<file path="src/rtl/pfl_pkg.sv">
package pfl_pkg;
  localparam int unsigned ATTR_W = 2;
  localparam int unsigned CLS_W  = 2;

  typedef enum logic [ATTR_W-1:0] {
    ATTR_FETCH_USR = 2'd0,
    ATTR_DATA_USR  = 2'd1,
    ATTR_FETCH_SUP = 2'd2,
    ATTR_DATA_SUP  = 2'd3
  } attr_e;

  typedef enum logic [CLS_W-1:0] {
    CLS_NO_HIT  = 2'd0,
    CLS_SINGLE  = 2'd1,
    CLS_OVERLAP = 2'd2,
    CLS_RSVD    = 2'd3
  } cls_e;
endpackage

</file>
<file path="src/rtl/fault_slot.sv">
module fault_slot #(
  parameter int unsigned RW = 48
) (
  input  logic          clk_i,
  input  logic          rst_ni,
  input  logic          hit_i,
  input  logic          clr_i,
  input  logic [RW-1:0] rec_i,
  output logic          flag_o,
  output logic [RW-1:0] rec_o
);
  logic          flag_q;
  logic [RW-1:0] rec_q;
  logic          load;

  // capture allowed when unlocked or being released this cycle
  assign load = hit_i & (~flag_q | clr_i);

  always_ff @(posedge clk_i or negedge rst_ni) begin
    if (!rst_ni) begin
      flag_q <= 1'b0;
      rec_q  <= '0;
    end else begin
      if (load) rec_q <= rec_i;
      flag_q <= load | (flag_q & ~clr_i);
    end
  end

  assign flag_o = flag_q;
  assign rec_o  = rec_q;
endmodule

</file>
<file path="src/rtl/fault_rd_mux.sv">
module fault_rd_mux #(
  parameter int unsigned NP = 8,
  parameter int unsigned RW = 48,
  parameter int unsigned SW = 3
) (
  input  logic [NP*RW-1:0] rec_all_i,
  input  logic [SW-1:0]    sel_i,
  output logic [RW-1:0]    rec_o
);
  always_comb begin
    rec_o = '0;
    for (int p = 0; p < NP; p++) begin
      if (SW'(p) == sel_i) rec_o = rec_all_i[p*RW +: RW];
    end
  end
endmodule

</file>
<file path="src/rtl/port_fault_log.sv">
module port_fault_log
  import pfl_pkg::*;
#(
  parameter int unsigned NP = 8,
  parameter int unsigned AW = 32,
  parameter int unsigned MW = 4,
  parameter int unsigned PW = 8,
  localparam int unsigned SW = (NP < 2) ? 1 : $clog2(NP)
) (
  input  logic              clk_i,
  input  logic              rst_ni,
  input  logic [NP-1:0]     fault_vld_i,
  input  logic [NP*AW-1:0]  fault_addr_i,
  input  logic [NP*MW-1:0]  fault_mst_i,
  input  logic [NP*2-1:0]   fault_attr_i,
  input  logic [NP-1:0]     fault_wr_i,
  input  logic [NP*2-1:0]   fault_cls_i,
  input  logic [NP*PW-1:0]  fault_pid_i,
  input  logic              ack_en_i,
  input  logic [NP-1:0]     ack_mask_i,
  input  logic [SW-1:0]     sel_port_i,
  output logic [NP-1:0]     flags_o,
  output logic              any_fault_o,
  output logic [AW-1:0]     rec_addr_o,
  output logic [MW-1:0]     rec_mst_o,
  output logic [1:0]        rec_attr_o,
  output logic              rec_wr_o,
  output logic [1:0]        rec_cls_o,
  output logic [PW-1:0]     rec_pid_o
);
  localparam int unsigned RW = AW + MW + ATTR_W + 1 + CLS_W + PW;

  logic [NP*RW-1:0] rec_all;
  logic [RW-1:0]    rec_sel;
  logic [NP-1:0]    clr_vec;

  assign clr_vec = ack_mask_i & {NP{ack_en_i}};

  for (genvar p = 0; p < NP; p++) begin : g_port
    logic [RW-1:0] rec_in;
    assign rec_in = {fault_addr_i[p*AW +: AW], fault_mst_i[p*MW +: MW],
                     fault_attr_i[p*2 +: 2], fault_wr_i[p],
                     fault_cls_i[p*2 +: 2], fault_pid_i[p*PW +: PW]};
    fault_slot #(.RW(RW)) u_slot (
      .clk_i  (clk_i),
      .rst_ni (rst_ni),
      .hit_i  (fault_vld_i[p]),
      .clr_i  (clr_vec[p]),
      .rec_i  (rec_in),
      .flag_o (flags_o[p]),
      .rec_o  (rec_all[p*RW +: RW])
    );
  end

  fault_rd_mux #(.NP(NP), .RW(RW), .SW(SW)) u_mux (
    .rec_all_i (rec_all),
    .sel_i     (sel_port_i),
    .rec_o     (rec_sel)
  );

  assign {rec_addr_o, rec_mst_o, rec_attr_o, rec_wr_o, rec_cls_o, rec_pid_o} = rec_sel;
  assign any_fault_o = |flags_o;
endmodule

</file>
<file path="config.mk">
export PLATFORM = sky130hd
export DESIGN_NAME = port_fault_log
export DESIGN_NICKNAME = d
export VERILOG_FILES = /design/src/rtl/pfl_pkg.sv /design/src/rtl/fault_slot.sv /design/src/rtl/fault_rd_mux.sv /design/src/rtl/port_fault_log.sv
export SDC_FILE = /design/constraint.sdc
export NUM_CORES = 1
export LEC_CHECK = 0
export ABC_AREA = 1
export CORE_ASPECT_RATIO = 0.5
export CORE_UTILIZATION = 53
export CTS_CLUSTER_SIZE = 20
export DETAILED_ROUTE_END_ITERATION = 10
export MAX_ROUTING_LAYER = met4
export PLACE_DENSITY = 0.93
export SLEW_MARGIN = 20
export SYNTH_ARGS = -nofsm -noshare
export SYNTH_HDL_FRONTEND = slang
export SYNTH_SLANG_ARGS = --single-unit
</file>
<file path="constraint.sdc">
create_clock -name clk_i -period 2.6 [get_ports clk_i]
set_input_delay 0.52 -clock clk_i [delete_from_list [all_inputs] [get_ports clk_i]]
set_output_delay 0.52 -clock clk_i [all_outputs]
set_load 0.01 [all_outputs]
</file>
==> reports/metrics.csv <==
metric,value,unit
outcome,"finished, violations left",
violated checks,negative setup slack,
#FFs+latches synth,400,
Initial Util,54.3,%
Mapped Cells,1644,
Root Buffer,clkbuf_16,
site row count,47,
start of the worst register-to-register path,g_port[6].u_slot.flag_o,
Ports,472,
PortBufs,471,
CTS tree,done,
# setup viols final,13,
layout cells sized above 1,27.0,%
CP max FO,13,
area of the multi-input gates,7280,um^2
Max Freq,375,MHz
Yosys top cell area share,55.4,%
Worst R2R End,g_port[6].u_slot.rec_o[3],
Hold Path End,g_port[5].u_slot.rec_o[4],
"top cells by count, synth","dfrtp_1, mux2_2, nand4_1",
DRC,0,
most common cell in the synthesized netlist,dfrtp_1,
actual slew at the worst max-slew pin,0.584,ns
Fin Hold WS,0.506,ns
initial antenna violation count,6,
total grt overflow,0,
"area leader, netlist",dfrtp_1,
Synth Warn #,0,
register area share after synthesis,55.4,%
Setup CP Type,in -> out,
Area contributors post-synth,"dfrtp_1, mux2_2, nand4_1",
Main synth FF type,dfrtp_1,
mapped cell area,18100,um^2
Via Count,16300,
r2r worst-path depth,4,
Clock Latency Late Sink,0.54,ns
drt initial violations,1834,
"Net Count, Synth",2058,
TritonCTS Buffers,37,
area grow syn2layout,41.2,%
Total Wirelength,68600,um
ys async rst share,100,%
Post-synth EDFFs,0,
Max transition margin,61.1,%
Final Cycle Share,103,%
width of the die,263,um
WL/cell,26.1,um
Worst Setup End Kind,output pin,
total die area,34900,um^2
FF/Latch Area,10000,um^2
Worst path slowest cell,dlygate4sd2_1,
FF-to-FF setup slack,1.09,ns
pin count of the biggest net entering global routing,71,
Levels on crit path,10,
clock net sink count,400,
CP cell instances,"buf_4, inv_2, buf_12, nor3_4, buf_12, buf_6, nand2_1, nand2_1, nand3_1, dlygate4sd2_1",
Worst-path clk slew,0.06,ns
PwrDens,696,nW/um^2
Top delay family on crit path,buffers and inverters,
syn_area_per_cell,11.0,um^2
Placer Congestion,0.997,
clk buf depth,3,
Fill cells,1881,
vias in the first global route,17200,
Slew Limit Fails,0,
Critical Path RT,2.08,ns
DP Wirelength,46700,um
first-pass GRT wire length,101000,um
Hold Path Class,reg -> reg,
total global-route track usage,39.8,%
DRT Pass-1 Iters,6,
Crit path buffers/inverters,6,
clock skew,0.0177,ns
WP data arrival,2.15,ns
RSZ-0062 raised after global routing,true,
HP Start,g_port[5].u_slot.rec_o[4],
final hold violations,0,
Post-DRT Antenna Nets,0,
Final Net Count,2571,
synth unique cells,17,
VDD IR max,438,uV
max incr delay on CP,0.31,ns
CP startpoint kind,input port,
DR vias/cell,6.21,
Leakage,11.1,nW
final core utilization,76.7,%
Core Region,33300,um^2
# Max-Cap Violations,0,
H-tree Lvls,2,
hold path cells,1,
setup ws final,-0.0700,ns
Period minus WS final,2.67,ns
height of the die,133,um
[how the worst max path moves through the flow]
| stage | start | endpoint |
|---|---|---|
| final | sel_port_i[0] | rec_addr_o[11] |
| after global routing | sel_port_i[0] | rec_addr_o[11] |
| after CTS | sel_port_i[1] | rec_addr_o[14] |
| after detailed placement | sel_port_i[2] | rec_pid_o[2] |
| after global placement | sel_port_i[2] | rec_mst_o[2] |
| after floorplan | sel_port_i[0] | rec_addr_o[19] |
[stage by stage]
step	cell area (um^2)	instances	total power [W]	setup WS [ns]	TNS, ns
after global routing	25500	2632	0.0184	-0.138	-0.633
after detailed placement	24100	2539	0.0120	-0.591	-23.00
after global placement	24100	2539	0.0118	-0.508	-21.18
after floorplan	18100	1644	0.00988	0.572	0
final	25500	2633	0.0178	-0.0700	-0.426
after CTS	25500	2612	0.0177	-0.155	-0.303
[area by class of cell]
| type | instances | share of cell area (%) |
|---|---|---|
| tap | 441 | 2.16 |
| multi-input combinational | 1046 | 28.5 |
| clock buffer | 55 | 4.33 |
| clock inverter | 12 | 0.564 |
| inverter | 68 | 1.03 |
| timing repair buffer | 603 | 24.1 |
| antenna | 7 | 0.0686 |
| sequential | 400 | 39.2 |
| timing repair inverter | 1 | 0.0245 |
[routing by layer]
metal | vias up | global-route usage (%) | part of all wire, %
li1 | 6785 | - | -
met1 | 8002 | 44.4 | 34
met2 | 1119 | 64.1 | 48
met3 | 439 | 7.39 | 8.3
met4 | 0 | 30.6 | 9.4
met5 | - | - | 0
[cells by family (layout without fill, tap and decap cells)]
logic type             Yosys count  count (layout)  share of synthesized area, %
DFF                            400             400                          55.4
muxes                          335             335                          20.9
other                            0               7                             0
buffers and inverters          198             739                          4.86
AOI/OAI and AO/OA               65              65                          1.91
and+or+nand+nor                646             646                          17.0
[power by group]
| group | switching [W] | internal, W |
|---|---|---|
| logic | 0.00177 | 0.00205 |
| clock network | 0.00250 | 0.00326 |
| registers | 0.000750 | 0.00744 |
| total | 0.00502 | 0.0128 |
[repair_timing]
item                                    CTS  global route
hold buffers                              1             0
resized for setup                        76            68
endpoints found under the setup margin   49             7
buffers inserted                          2            12
pin swaps                                 9             5
gates cloned                              3             2
hold endpoints to repair                 58             0
[placed cells by master, fill, tap and decap left out, types with 2 or more instances in the layout]
cell type        count
nor2_2              12
nand2_2              8
clkinv_2             6
buf_12              39
inv_1               65
dlymetal6s2s_1       2
bufinv_16            3
clkbuf_8             7
dlygate4sd2_1       12
clkbuf_2            30
clkdlybuf4s50_1    418
nor3_4               3
buf_6                6
buf_4               83
nand3_1             65
clkdlybuf4s15_1      5
clkinvlp_4           2
nor2_1             143
nand4_1            213
diode_2              7
clkbuf_1             9
o211ai_1             8
mux2_2             335
inv_2                2
nand2_1            196
a21oi_1             57
dfrtp_1            400
nor4_1               2
buf_16               2
clkbuf_16           41
[flip-flops by register name, summed over array words and instances, names as in the netlist]
signal,cells
g_port.u_slot.flag_o,8
g_port.u_slot.rec_o,392
(Power assumes the default switching activity.)
